### config.mk
export PLATFORM = sky130hd
export DESIGN_NAME = muladd_pipe
export DESIGN_NICKNAME = d
export VERILOG_FILES = /design/src/rtl/muladd_pkg.sv /design/src/rtl/muladd_reg.sv /design/src/rtl/muladd_core.sv /design/src/rtl/muladd_pipe.sv
export SDC_FILE = /design/constraint.sdc
export NUM_CORES = 1
export LEC_CHECK = 0
export BUFFER_PORTS_ARGS = -buffer_cell sky130_fd_sc_hd__buf_2
export CORE_ASPECT_RATIO = 1.2
export CORE_MARGIN = 2
export CORE_UTILIZATION = 35
export DETAILED_ROUTE_END_ITERATION = 10
export PLACE_DENSITY = 0.51
export SLEW_MARGIN = 0
export SYNTH_ARGS = -nofsm -noshare
export SYNTH_HDL_FRONTEND = slang
export SYNTH_SLANG_ARGS = --single-unit
export TNS_END_PERCENT = 100
### constraint.sdc
create_clock -name clk -period 16.45 [get_ports clk]
set_clock_uncertainty 0.1 [all_clocks]
set_input_delay 0.8225 -clock clk [delete_from_list [all_inputs] [get_ports clk]]
set_output_delay 0.8225 -clock clk [all_outputs]
set_load 0.02 [all_outputs]
### src/rtl/muladd_pkg.sv
package muladd_pkg;

   // controls that travel with each operand set
   typedef struct packed {
      logic tc;    // two's-complement interpretation
      logic neg;   // subtract the product
      logic inc;   // increment added to the multiplicand
   } muladd_ctrl_t;

   localparam int CTRL_W = $bits(muladd_ctrl_t);

   function automatic int imax(input int x, input int y);
      return (x > y) ? x : y;
   endfunction

endpackage

### src/rtl/muladd_reg.sv
module muladd_reg #(
   parameter int W = 8
) (
   input  logic         clk,
   input  logic         rst,
   input  logic         vld_i,
   input  logic [W-1:0] d_i,
   output logic         vld_q,
   output logic [W-1:0] d_q
);

   if (W < 1) begin : g_bad_w
      $error("muladd_reg: W must be at least 1");
   end

   // valid flag: synchronous reset
   always_ff @(posedge clk) begin
      if (rst) vld_q <= 1'b0;
      else     vld_q <= vld_i;
   end

   // data: no reset, loads every cycle
   always_ff @(posedge clk) begin
      d_q <= d_i;
   end

   AST_VLD_ADVANCE: assert property (@(posedge clk) disable iff (rst)
      vld_i |=> vld_q);
   AST_VLD_NO_SPURIOUS: assert property (@(posedge clk) disable iff (rst)
      !vld_i |=> !vld_q);

endmodule

### src/rtl/muladd_core.sv
module muladd_core
   import muladd_pkg::*;
#(
   parameter int OPW  = 8,
   parameter int ACCW = 16
) (
   input  logic            live,   // only qualifies the checks below
   input  muladd_ctrl_t    ctrl,
   input  logic [OPW-1:0]  a,
   input  logic [OPW-1:0]  b,
   input  logic [ACCW-1:0] c,
   output logic [ACCW-1:0] z
);

   localparam int XW  = OPW + 1;                       // extended operand
   localparam int AIW = OPW + 2;                       // after increment
   localparam int ANW = OPW + 3;                       // after negation
   localparam int CXW = ACCW + 1;                      // extended addend
   localparam int FW  = imax(ANW + XW, CXW) + 1;       // full expression

   logic signed [XW-1:0]  a_x, b_x;
   logic signed [CXW-1:0] c_x;
   logic signed [AIW-1:0] a_inc;
   logic signed [ANW-1:0] a_op;
   logic signed [FW-1:0]  full;

   always_comb begin
      // selective extension: one signed datapath for both modes
      a_x   = $signed({ctrl.tc & a[OPW-1], a});
      b_x   = $signed({ctrl.tc & b[OPW-1], b});
      c_x   = $signed({ctrl.tc & c[ACCW-1], c});
      // increment kept at full width
      a_inc = AIW'(a_x) + AIW'($signed({1'b0, ctrl.inc}));
      // negate the multiplicand rather than the product
      a_op  = ctrl.neg ? -ANW'(a_inc) : ANW'(a_inc);
      // one multiply-add expression, every operand signed
      full  = FW'(a_op) * FW'(b_x) + FW'(c_x);
      z     = full[ACCW-1:0];
   end

   always_comb begin
      if (live && !ctrl.tc && !ctrl.neg)
         AST_UNS_MCAND_NONNEG: assert (a_op >= 0);
      if (live && !ctrl.tc && ctrl.neg)
         AST_NEG_MCAND_NONPOS: assert (a_op <= 0);
      if (live && !ctrl.tc && !ctrl.neg && ctrl.inc && (&a))
         AST_INC_NO_WRAP: assert (a_op == ANW'(2 ** OPW));
   end

endmodule

### src/rtl/muladd_pipe.sv
module muladd_pipe
   import muladd_pkg::*;
#(
   parameter int OPW         = 8,
   parameter int ACCW        = 16,
   parameter int OPND_STAGES = 2
) (
   input  logic            clk,
   input  logic            rst,
   input  logic            in_valid,
   input  logic [OPW-1:0]  in_a,
   input  logic [OPW-1:0]  in_b,
   input  logic [ACCW-1:0] in_c,
   input  logic            in_tc,
   input  logic            in_neg,
   input  logic            in_ci,
   output logic            out_valid,
   output logic [ACCW-1:0] out_z
);

   localparam int NIN  = 1 + OPND_STAGES;          // input + operand stages
   localparam int PKW  = CTRL_W + ACCW + 2 * OPW;  // packed stage word
   localparam int A_LO = 0;
   localparam int B_LO = OPW;
   localparam int C_LO = 2 * OPW;
   localparam int K_LO = 2 * OPW + ACCW;

   if (OPW < 2) begin : g_bad_opw
      $error("muladd_pipe: OPW must be at least 2");
   end
   if (ACCW < OPW) begin : g_bad_accw
      $error("muladd_pipe: ACCW must not be narrower than OPW");
   end
   if (OPND_STAGES < 0) begin : g_bad_stages
      $error("muladd_pipe: OPND_STAGES must not be negative");
   end

   muladd_ctrl_t in_ctrl;
   assign in_ctrl = '{tc: in_tc, neg: in_neg, inc: in_ci};

   logic [PKW-1:0] stg_d [NIN+1];
   logic           stg_v [NIN+1];

   assign stg_d[0] = {in_ctrl, in_c, in_b, in_a};
   assign stg_v[0] = in_valid;

   for (genvar i = 0; i < NIN; i++) begin : g_stage
      muladd_reg #(.W(PKW)) u_reg (
         .clk   (clk),
         .rst   (rst),
         .vld_i (stg_v[i]),
         .d_i   (stg_d[i]),
         .vld_q (stg_v[i+1]),
         .d_q   (stg_d[i+1])
      );
   end

   muladd_ctrl_t     dp_ctrl;
   logic [OPW-1:0]   dp_a, dp_b;
   logic [ACCW-1:0]  dp_c, dp_z;

   assign dp_a    = stg_d[NIN][A_LO +: OPW];
   assign dp_b    = stg_d[NIN][B_LO +: OPW];
   assign dp_c    = stg_d[NIN][C_LO +: ACCW];
   assign dp_ctrl = muladd_ctrl_t'(stg_d[NIN][K_LO +: CTRL_W]);

   muladd_core #(.OPW(OPW), .ACCW(ACCW)) u_core (
      .live (stg_v[NIN]),
      .ctrl (dp_ctrl),
      .a    (dp_a),
      .b    (dp_b),
      .c    (dp_c),
      .z    (dp_z)
   );

   muladd_reg #(.W(ACCW)) u_out (
      .clk   (clk),
      .rst   (rst),
      .vld_i (stg_v[NIN]),
      .d_i   (dp_z),
      .vld_q (out_valid),
      .d_q   (out_z)
   );

   AST_OUT_FROM_PIPE: assert property (@(posedge clk) disable iff (rst)
      $rose(out_valid) |-> $past(stg_v[NIN]));

endmodule

# Yosys cells after proc, flatten, opt, wreduce, memory -nomap -nowiden
# Cells that the tools add are included.
[classes]
eq_ne = 0
magnitude_cmp = 0
n_reduce_logical = 0
addsub = 3
bitwise_logic = 2
muxes = 1
shifts = 0
n_div = 0
multipliers = 1
[op_table]
columns = ["op", "count"]
rows = [
  ["adder 16 bit", 1],
  ["multiplier 11 x 9 -> 16 bit", 1],
  ["2-to-1 mux 11 bit", 1],
  ["negator 10 -> 11 bit", 1],
  ["adder 9 x 2 -> 10 bit", 1],
  ["bitwise AND 1 bit", 2],
]
[word_totals]
input_bits = 38
n_memories = 0
ramBits = 0
out_inout_bits = 17
mem_bits_ro = 0
register_bits = 125
latch_bits = 0

# Longest topological paths before layout
# Gate-level depths: netlist of the first run.
[depth]
word_depth = 6
depth_mapped = 28

# By module
# From an unflattened synthesis of the first run, not the netlist that was laid out.
[hier_totals]
hier_cells = 611
area_unflattened_um2 = 6623.9
[modules_own_cells]
columns = ["mod", "seq_area_each_um2", "area_each_um2", "cells_per_inst", "instances"]
rows = [
  ["muladd_core", 0.0, 4066.4, 482, 1],
  ["muladd_reg (g_stage[0].u_reg ...)", 720.7, 734.5, 37, 3],
  ["muladd_reg (u_out)", 340.3, 354.1, 18, 1],
]

# Worst setup path after synthesis of the first run
# No wires, ideal clock.
[synth_path]
kind = "register -> register"
start = "register g_stage[2].u_reg.d_q[32]"
end = "register u_out.d_q[15]"
path_stages_with_launch = 29
path_slack_ns = 9.721
t_required_ns = 16.230
arrival_ns = 6.509
cell_sequence = "dfxtp_1 ha_1 ha_1 buf_4 nor3_1 a31oi_1 nor3_1 o22ai_1 a21oi_1 o21ai_1 xnor2_1 nand2_1 fa_1 inv_1 fa_1 inv_1 fa_1 inv_1 fa_1 inv_1 fa_1 inv_1 ha_1 a21oi_1 o21a_1 o21ai_1 o41ai_1 o21ai_0 xnor2_1"
[synth_via]
elab_chain_len = 5
[synth_rtl]
columns = ["element", "line", "text"]
rows = [
  ["from (decl)", "muladd_reg.sv:9", "output logic [W-1:0] d_q"],
  ["from (signal assigned)", "muladd_reg.sv:24", "d_q <= d_i;"],
  ["adder 9 x 2 -> 10 bit (*)", "muladd_core.sv:33", "a_inc = AIW'(a_x) + AIW'($signed({1'b0, ctrl.inc}));"],
  ["negator 10 -> 11 bit", "muladd_core.sv:35", "a_op = ctrl.neg ? -ANW'(a_inc) : ANW'(a_inc);"],
  ["2-to-1 mux 11 bit (*)", "muladd_core.sv:35", ""],
  ["multiplier 11 x 9 -> 16 bit (*)", "muladd_core.sv:37", "full = FW'(a_op) * FW'(b_x) + FW'(c_x);"],
  ["adder 16 bit (*)", "muladd_core.sv:37", ""],
  ["via dp_z[15]", "muladd_pipe.sv:60", "logic [ACCW-1:0] dp_c, dp_z;"],
  ["to (signal assigned)", "muladd_reg.sv:24", ""],
  ["to (decl)", "muladd_reg.sv:9", ""],
]
# The timed path passes the listed nets; every way through them passes the cells marked *.
# A chain may end at the register's enable or synchronous reset.

# Worst setup path in the final report of the first run
# Same ends and word-level chain as after synthesis.

==> results of run 1 <==
area by class of cell:
cell class,instances,share of cell area [%]
clock inverter,14,2.68
timing repair buffer,54,3.51
tap,252,4.09
multi-input combinational,366,46.3
inverter,111,5.41
sequential,125,32.5
clock buffer,18,5.57
synthesized netlist by cell type (all sizes together), types with 2 or more instances:
cell type / instances
or4: 2
o21ai: 10
a311oi: 2
nand3: 9
fa: 77
clkbuf: 11
a211oi: 2
ha: 46
xnor2: 26
o22ai: 2
a31oi: 8
dfxtp: 125
o21bai: 5
nand3b: 2
a21o: 4
buf: 9
a21oi: 11
xor2: 8
a21bo: 3
nor2: 14
or2: 5
nor3: 6
inv: 111
o41ai: 2
nor2b: 4
o21a: 4
and3: 5
and2: 19
nand2: 75
worst paths after layout:
| path | from | cells after the start | slack (ps) | to |
|---|---|---|---|---|
| worst max register to register | g_stage[2].u_reg.d_q[32] | 27 | 8630 | u_out.d_q[15] |
| worst min-delay path | g_stage[1].u_reg.d_q[17] | 0 | 220 | g_stage[2].u_reg.d_q[17] |
| worst min register to register | g_stage[1].u_reg.d_q[17] | 0 | 220 | g_stage[2].u_reg.d_q[17] |
| worst max-delay path | g_stage[2].u_reg.d_q[32] | 27 | 8630 | u_out.d_q[15] |
registers in the layout, indices dropped and copies added, names as in the netlist:
signal,cells
g_stage.u_reg.d_q,105
g_stage.u_reg.vld_q,3
u_out.d_q,16
u_out.vld_q,1
through the flow:
stage	hold WS [ps]	setup WS [ps]	util, %	total power, W
floorplan	210	9720	-	0.00115
global route	230	8100	42.1	0.00193
CTS	220	8630	42.1	0.00178
detailed placement	212	8640	38.6	0.00137
global placement	210	9030	38.6	0.00133
finish	218	8630	42.1	0.00174
worst max-delay path: cells and delay by family (launching register included):
kind                       cells  cell delay [ps]
AOI/OAI and AO/OA              9             1550
xor gates and xnor gates       2              850
adders and majority gates      8             3580
buffers and inverters          5              240
DFF                            1              300
and+or+nand+nor                3             1090
per-layer routing:
metal  routed length (µm)  up-vias  GRT usage (%)
li1                     -     2038              -
met5                    0        -              0
met1                 4910     1976           15.0
met2                 6080       65           23.3
met4                  242        0           5.90
met3                  430       18           3.80
cell usage in the layout, fill, tap and decap left out, types with 11 or more instances in the layout:
master and instances:
dfxtp_1 125, inv_1 111, fa_1 77, nand2_1 75, buf_2 54, ha_1 46
xnor2_1 26, and2_1 19, clkbuf_16 17, nor2_1 14, a21oi_1 11
power groups by stage:
stage	sequential, W	clock (W)	combinational, W
after detailed placement	0.000377	0	0.000989
after floorplan	0.000394	0	0.000759
after global routing	0.000374	0.000427	0.00112
final	0.000369	0.000399	0.000972
after global placement	0.000376	0	0.000958
after CTS	0.000370	0.000413	0.000995
kinds of logic after synthesis:
group	share of synthesized area, %
AOI/OAI and AO/OA	6.43
xor gates and xnor gates	4.87
adders and majority gates	32.2
buffers and inverters	7.80
DFF	38.0
and+or+nand+nor	10.7
==> results.toml, run 1 <==
[run_status]
outcome = "finished clean"

[cells_and_area]
antennaDiodeCount = 0
syn_to_final_growth_pct = 17.1
regArea_um2 = 2500
drive_gt1_share_pct = 13.7
final_area_um2 = 7700
multi_input_area_um2 = 3560
final_nets = 836
fillers = 1821
final_cells = 940

[power]
p_clk_share_pct = 22.9
power.density_nw_per_um2 = 226
seqPwrFrac_pct = 21.2
combinationalPowerShare_pct = 55.8
intPower_w = 0.00105
power_switching_w = 0.000690
power_switching_share_pct = 39.7
vdd_ir_drop_max_mv = 0.134
leakage_nw = 3.65

[logic_synthesis]
synth-main-ff-cell = "dfxtp_1"
yosysTopAreaCellShare_pct = 38.0
synth.distinct_cells = 51
yosys_register_bits = 125
synth_nets = 783
yosys_warnings = 0
synth_edf_count = 0
syn-cell-area_um2 = 6580
async_flop_share_pct = 0
synth.area.top_cells = "dfxtp_1 38%, fa_1 23%, ha_1 8.7%, inv_1 6.3%, nand2_1 4.3%"
synth_top_area_cell = "dfxtp_1"
ys_seq_area_share_pct = 38.0
syn_avg_cell_area_um2 = 10.6
synthCells = 622

[global_route]
grt_start_max_net_pins = 17
grt_pass1_wl_mm = 20.7
antenna_found_initial = 0
gr-usage-all-layers_pct = 13.3
grt_overflow_total = 0
grt_pass1_vias = 4500

[timing]
setup-tns-final_ps = 0
fmaxAchievable_ghz = 0.128
finalSetupViolations = 0
max_slew_margin_pct = 33.7
tightest_slew_ps = 987
rsz0062_at_grt = "false"
finalHoldViolCount = 0
finalCritPeriodShare_pct = 47.5
slew_violations = 0
fin_crit_ps = 7820

[die]
io_pins = 55
die_h_um = 154
core-area_um2 = 18300
die_w_um = 129
start_util_pct = 35.9
num_rows = 54
dieArea_um2 = 19900

[place]
io_buffers = 54
place.gp.congestion = 0.825
dp_hpwl_mm = 9.26
dp.cells = 908
placed_area_um2 = 7070

[job]
drv_cap = 0

[clock_tree]
clockRootBuffer = "clkbuf_16"
cts_tree = "built"
cts.sinks = 125
ctsResizeCount = 0
cts_buffers = 17
htreeDepth = 4
clk_path_buf_depth = 2
postCtsSetupBuffers = 0
path_clk_slew_ps = 60
clk_latency_ps = 420
cts_hold_repair.buffers = 0

[detailed_routing]
post_drt_wl_per_cell_um = 12.4
vias = 4097
dr.pass1.iters = 4
drt_iter0_drc = 182
drt_wl_total_mm = 11.7
postRouteAntennaNets = 0
detail_route.vias_per_cell = 4.36
drc_errors = 0

[worst_hold_path]
hold_class = "register to register"

[setup_path]
crit_required_ps = 16640
end_kind = "register"
worstSetupPathType = "register to register"
worstPathArrival_ps = 8010
max_stage_delay_ps = 690
startpoint_type = "register"
crit_fanout = 11
cpMaxStageDelayCell = "xnor2_1"
Note: power is estimated with default switching activity, not from simulation.
==> inputs of run 2 (changes only) <==
PLACE_DENSITY = 0.53   (was 0.51)
clock period = 6.3 ns   (was 16.45 ns; I/O delays follow)
==> results.toml, run 2 (synthesis gave the netlist of run 1 again) <==
[run_status]
outcome = "finished clean"

[timing]
max_slew_margin_pct = 56.7
worst_slack_ps = 70.1
finalHoldViolCount = 0
rsz0062_at_grt = "true"
finalCritPeriodShare_pct = 98.9
slew_violations = 0
fmaxAchievable_ghz = 0.161
tightest_slew_ps = 645
fin_crit_ps = 6230
finalSetupViolations = 0

[place]
place.gp.congestion = 0.876
placed_area_um2 = 7420
place_ws_ps = -250
io_buffers = 54
dp_hpwl_mm = 9.38

[setup_path]
reg2regPathDepth = 21
startpoint = "g_stage[2].u_reg.d_q[0]"
cp.depth = 21
end_kind = "register"
reg2reg_slack_ps = 70
critPathTopFamily = "adder cells"
startpoint_type = "register"
max_stage_delay_ps = 550
cpMaxStageDelayCell = "fa_1"
worstPathArrival_ps = 6420
crit_required_ps = 6490
crit_buf_inv = 3
critPathMostFrequentCell = "fa_1"
crit_fanout = 7
reg2reg_to = "u_out.d_q[15]"
worstSetupPathType = "register to register"
r2r_start = "g_stage[2].u_reg.d_q[0]"
critPathCapture = "u_out.d_q[15]"
crit_chain = "ha_4, buf_8, and4_4, or4_4, a311o_1, and3_4, or2_4, buf_6, and2_1, fa_1, inv_1, fa_1, fa_1, fa_1, fa_2, xnor2_2, xnor2_1, xnor2_1, xnor2_1, xnor3_2, xnor2_2"

[die]
die_w_um = 129
core-area_um2 = 18300
num_rows = 54
start_util_pct = 35.9
die_h_um = 154
io_pins = 55
dieArea_um2 = 19900

[global_route]
grt_pass1_wl_mm = 21.3
grt_overflow_total = 0
antenna_found_initial = 0
grt_start_max_net_pins = 17
gr-usage-all-layers_pct = 13.5
grt_pass1_vias = 4791

[detailed_routing]
drt_iter0_drc = 189
drt_wl_total_mm = 12.5
post_drt_wl_per_cell_um = 12.1
detail_route.vias_per_cell = 4.38
drc_errors = 0
vias = 4520
dr.pass1.iters = 4
postRouteAntennaNets = 0

[worst_hold_path]
hold_class = "register to register"

[clock_tree]
clockRootBuffer = "clkbuf_16"
cts_buffers = 17
path_clk_slew_ps = 60
clk_latency_ps = 420
clk_path_buf_depth = 2
htreeDepth = 4
cts_tree = "built"
cts.sinks = 125

[cells_and_area]
utilization_pct = 48.1
layout_common_cells = "122 x dfxtp_1, 107 x inv_1, 75 x fa_1, 74 x nand2_1, 54 x buf_2"
final_nets = 929
final_area_um2 = 8810
final_common_cell = "dfxtp_1"
reg_top3 = "g_stage.u_reg.d_q x105, u_out.d_q x16, g_stage.u_reg.vld_q x3"
multi_input_area_um2 = 3870
regArea_um2 = 2510
largest_register = "g_stage.u_reg.d_q"
syn_to_final_growth_pct = 33.9
antennaDiodeCount = 0
fillers = 1683
largest_register_ff_count = 105
drive_gt1_share_pct = 25.8

[job]
drv_cap = 0

[power]
leakage_nw = 4.12
vdd_ir_drop_max_mv = 0.444
power.density_nw_per_um2 = 625
[run 2: changes by cell type in the layout (fill, tap and decap cells not counted), sizes merged]
cell | before | now
buf | 54 | 110
bufinv | 4 | 3
clkinv | 4 | 5
clkinvlp | 0 | 2
dlygate4sd3 | 0 | 37
inv | 117 | 114
[run 2: timing repair]
item / 4_1_cts / 5_1_grt
endpoints found under the hold margin: 39 / 0
setup buffers: 5 / 9
gates resized for setup: 17 / 42
hold buffers: 37 / 0
pin swaps: 22 / 38
setup endpoints to repair: 4 / 5
[run 2: per-stage QoR]
stage | total power [W] | hold slack, ps | cells | setup TNS (ps)
3_5_place_dp | 0.00394 | 212 | 951 | -573
6_report | 0.00551 | 221 | 1032 | 0
3_3_place_gp | 0.00387 | 211 | 951 | -185
2_1_floorplan | 0.00304 | 210 | 622 | -20.6
4_1_cts | 0.00511 | 224 | 1024 | -51.8
5_1_grt | 0.00602 | 226 | 1032 | -145
[run 2: where the power goes]
part / internal, W / total (W) / switching [W] / leakage, nW
sequential: 0.000926 / 0.000961 / 0.0000348 / 1.05
combinational: 0.00181 / 0.00356 / 0.00175 / 2.77
clock: 0.000632 / 0.000985 / 0.000353 / 0.293
total: 0.00337 / 0.00551 / 0.00214 / 4.12
[run 2: how the worst min path moves through the flow]
stage	start	to	slack [ps]	cells after the start
after floorplan	g_stage[0].u_reg.d_q[0]	g_stage[1].u_reg.d_q[0]	210	0
final	g_stage[1].u_reg.d_q[33]	g_stage[2].u_reg.d_q[33]	220	0
after global placement	g_stage[0].u_reg.d_q[31]	g_stage[1].u_reg.d_q[31]	210	0
after detailed placement	g_stage[0].u_reg.d_q[24]	g_stage[1].u_reg.d_q[24]	210	0
after global routing	g_stage[0].u_reg.d_q[15]	g_stage[1].u_reg.d_q[15]	230	0
after CTS	g_stage[0].u_reg.d_q[15]	g_stage[1].u_reg.d_q[15]	220	0
[run 2: final cells by class]
class | count | share of cell area [%]
sequential | 125 | 28.5
clock buffer | 18 | 4.99
multi-input combinational | 366 | 44.0
inverter | 111 | 4.73
timing repair buffer | 147 | 12.4
tap | 252 | 3.58
clock inverter | 13 | 1.86
[run 2: metal layers]
layer | wire length [µm] | GRT usage, % | up-vias
met2 | 6750 | 24.6 | 80
li1 | - | - | 2226
met5 | 0 | 0 | -
met3 | 410 | 3.22 | 21
met1 | 5060 | 14.5 | 2193
met4 | 293 | 6.68 | 0
[run 2: worst register-to-register path, cell delays in order (launching register included)]
cell and delay (ps):
dfxtp_2 330, ha_4 170, buf_8 130, and4_4 160, or4_4 500, a311o_1 390, and3_4 210, or2_4 280
buf_6 130, and2_1 160, fa_1 500, inv_1 60, fa_1 550, fa_1 430, fa_1 460, fa_2 360
xnor2_2 140, xnor2_1 200, xnor2_1 190, xnor2_1 160, xnor3_2 320, xnor2_2 150
==> inputs of run 3 (changes only) <==
PLACE_DENSITY = 0.51   (was 0.53)
clock period = 6.5 ns   (was 6.3 ns; I/O delays follow)
==> results.toml, run 3 (synthesis gave the netlist of run 1 again) <==
[run_status]
outcome = "finished clean"

[clock_tree]
clk_path_buf_depth = 2
cts_tree = "built"
path_clk_slew_ps = 60
clockRootBuffer = "clkbuf_16"
htreeDepth = 4
cts.sinks = 125
clk_latency_ps = 420
cts_buffers = 17

[cells_and_area]
final_nets = 905
largest_register = "g_stage.u_reg.d_q"
fillers = 1747
final_common_cell = "dfxtp_1"
reg_top3 = "g_stage.u_reg.d_q x105, u_out.d_q x16, g_stage.u_reg.vld_q x3"
largest_register_ff_count = 105
antennaDiodeCount = 0
drive_gt1_share_pct = 20.5
syn_to_final_growth_pct = 28.9
layout_common_cells = "125 x dfxtp_1, 109 x inv_1, 77 x fa_1, 75 x nand2_1, 54 x buf_2"

[die]
dieArea_um2 = 19900
start_util_pct = 35.9
io_pins = 55
die_w_um = 129
num_rows = 54
core-area_um2 = 18300
die_h_um = 154

[detailed_routing]
post_drt_wl_per_cell_um = 12.1
drt_iter0_drc = 182
dr.pass1.iters = 4
postRouteAntennaNets = 0
detail_route.vias_per_cell = 4.40
drt_wl_total_mm = 12.2
vias = 4441
drc_errors = 0

[timing]
finalCritPeriodShare_pct = 97.2
worst_slack_ps = 185
finalSetupViolations = 0
fmaxAchievable_ghz = 0.158
fin_crit_ps = 6310
max_slew_margin_pct = 49.4
slew_violations = 0
finalHoldViolCount = 0
tightest_slew_ps = 754

[global_route]
grt_pass1_vias = 4687
use_met2_pct = 23.5
grt_pass1_wl_mm = 20.9
grt-busiest-layer = "met2"
grt_util_met1_pct = 14.8
gr-usage-met3_pct = 3.46
grt_overflow_total = 0
antenna_found_initial = 0
gr-usage-all-layers_pct = 13.3
grt_start_max_net_pins = 17

[setup_path]
worstSetupPathType = "register to register"
worstPathArrival_ps = 6520
crit_buf_inv = 3
startpoint_type = "register"
max_stage_delay_ps = 560
critPathTopFamily = "adder cells"
crit_required_ps = 6710
crit_chain = "ha_2, buf_6, nand4_4, or4_1, a311o_1, and3_4, or2_4, buf_4, and2_1, fa_1, inv_1, fa_1, fa_1, fa_1, fa_1, xnor2_1, xnor2_1, xnor2_1, xnor2_1, xnor3_1, xnor2_1"
end_kind = "register"
cpMaxStageDelayCell = "or4_1"
crit_fanout = 7

[place]
place.gp.congestion = 0.894
dp_hpwl_mm = 9.32
io_buffers = 54
place_ws_ps = -43.7

[power]
power_w = 0.00473
leakage_nw = 3.98
power.density_nw_per_um2 = 558
vdd_ir_drop_max_mv = 0.335

[job]
drv_cap = 0

[worst_hold_path]
hold_class = "register to register"
==> run 3: changes by cell type in the layout (fill, tap and decap cells not counted), moves of 3 or more <==
cell	before	now
clkinv_2	3	0
buf_4	51	30
dfxtp_2	3	0
ha_1	37	41
dfxtp_1	122	125
ha_4	8	3
==> run 3: worst paths after layout <==
path | from | depth (start not counted) | slack, ps | endpoint
worst max-delay path | g_stage[2].u_reg.d_q[0] | 21 | 190 | u_out.d_q[15]
worst min-delay path | g_stage[0].u_reg.d_q[34] | 0 | 220 | g_stage[1].u_reg.d_q[34]
worst max register to register | g_stage[2].u_reg.d_q[0] | 21 | 190 | u_out.d_q[15]
worst min register to register | g_stage[0].u_reg.d_q[34] | 0 | 220 | g_stage[1].u_reg.d_q[34]
==> run 3: what timing repair did <==
action / in CTS / in global routing
gates resized for setup: 3 / 31
endpoints found under the hold margin: 39 / 0
pin swaps: 0 / 24
buffers inserted: 0 / 4
hold buffers: 37 / 0
setup endpoints to repair: 1 / 5
==> run 3: worst reg2reg max path, stage by stage, from the launching register on <==
cell	delay, ps
dfxtp_1	310
ha_2	210
buf_6	140
nand4_4	100
or4_1	560
a311o_1	420
and3_4	210
or2_4	260
buf_4	150
and2_1	160
fa_1	490
inv_1	60
fa_1	560
fa_1	440
fa_1	470
fa_1	440
xnor2_1	200
xnor2_1	160
xnor2_1	160
xnor2_1	160
xnor3_1	300
xnor2_1	160
==> run 3: area by class of cell <==
class                           instances  area [µm²]  share of cell area [%]
Sequential cell                       125        2500                    29.5
Tap cell                              252         315                    3.72
Clock inverter                         13         178                    2.09
Multi-Input combinational cell        366        3740                    44.1
Timing Repair Buffer                  123         888                    10.5
Clock buffer                           19         443                    5.22
Inverter                              111         417                    4.91
==> run 3: per-stage QoR <==
step                      cell area [µm²]  hold WS (ps)  TNS (ps)  std cells  utilization [%]
after floorplan                      6590           210         0        622                -
after global placement               7290           211         0        936             39.8
after detailed placement             7290           212     -43.7        936             39.8
after CTS                            8300           223         0       1005             45.3
after global routing                 8480           225     -33.8       1009             46.3
final                                8480           222         0       1009             46.3
==> run 3: routing by layer <==
metal	part of all wire, %	vias up
li1	-	2177
met1	42	2164
met2	53	83
met3	3.2	17
met4	2.3	0
met5	0	-
==> run 3: report_power, final <==
part	internal, W	total (W)	leakage (nW)	switching [W]
Clock	0.000622	0.000980	0.298	0.000358
Combinational	0.00135	0.00282	2.63	0.00147
Sequential	0.000897	0.000930	1.05	0.0000325
Total	0.00287	0.00473	3.98	0.00186
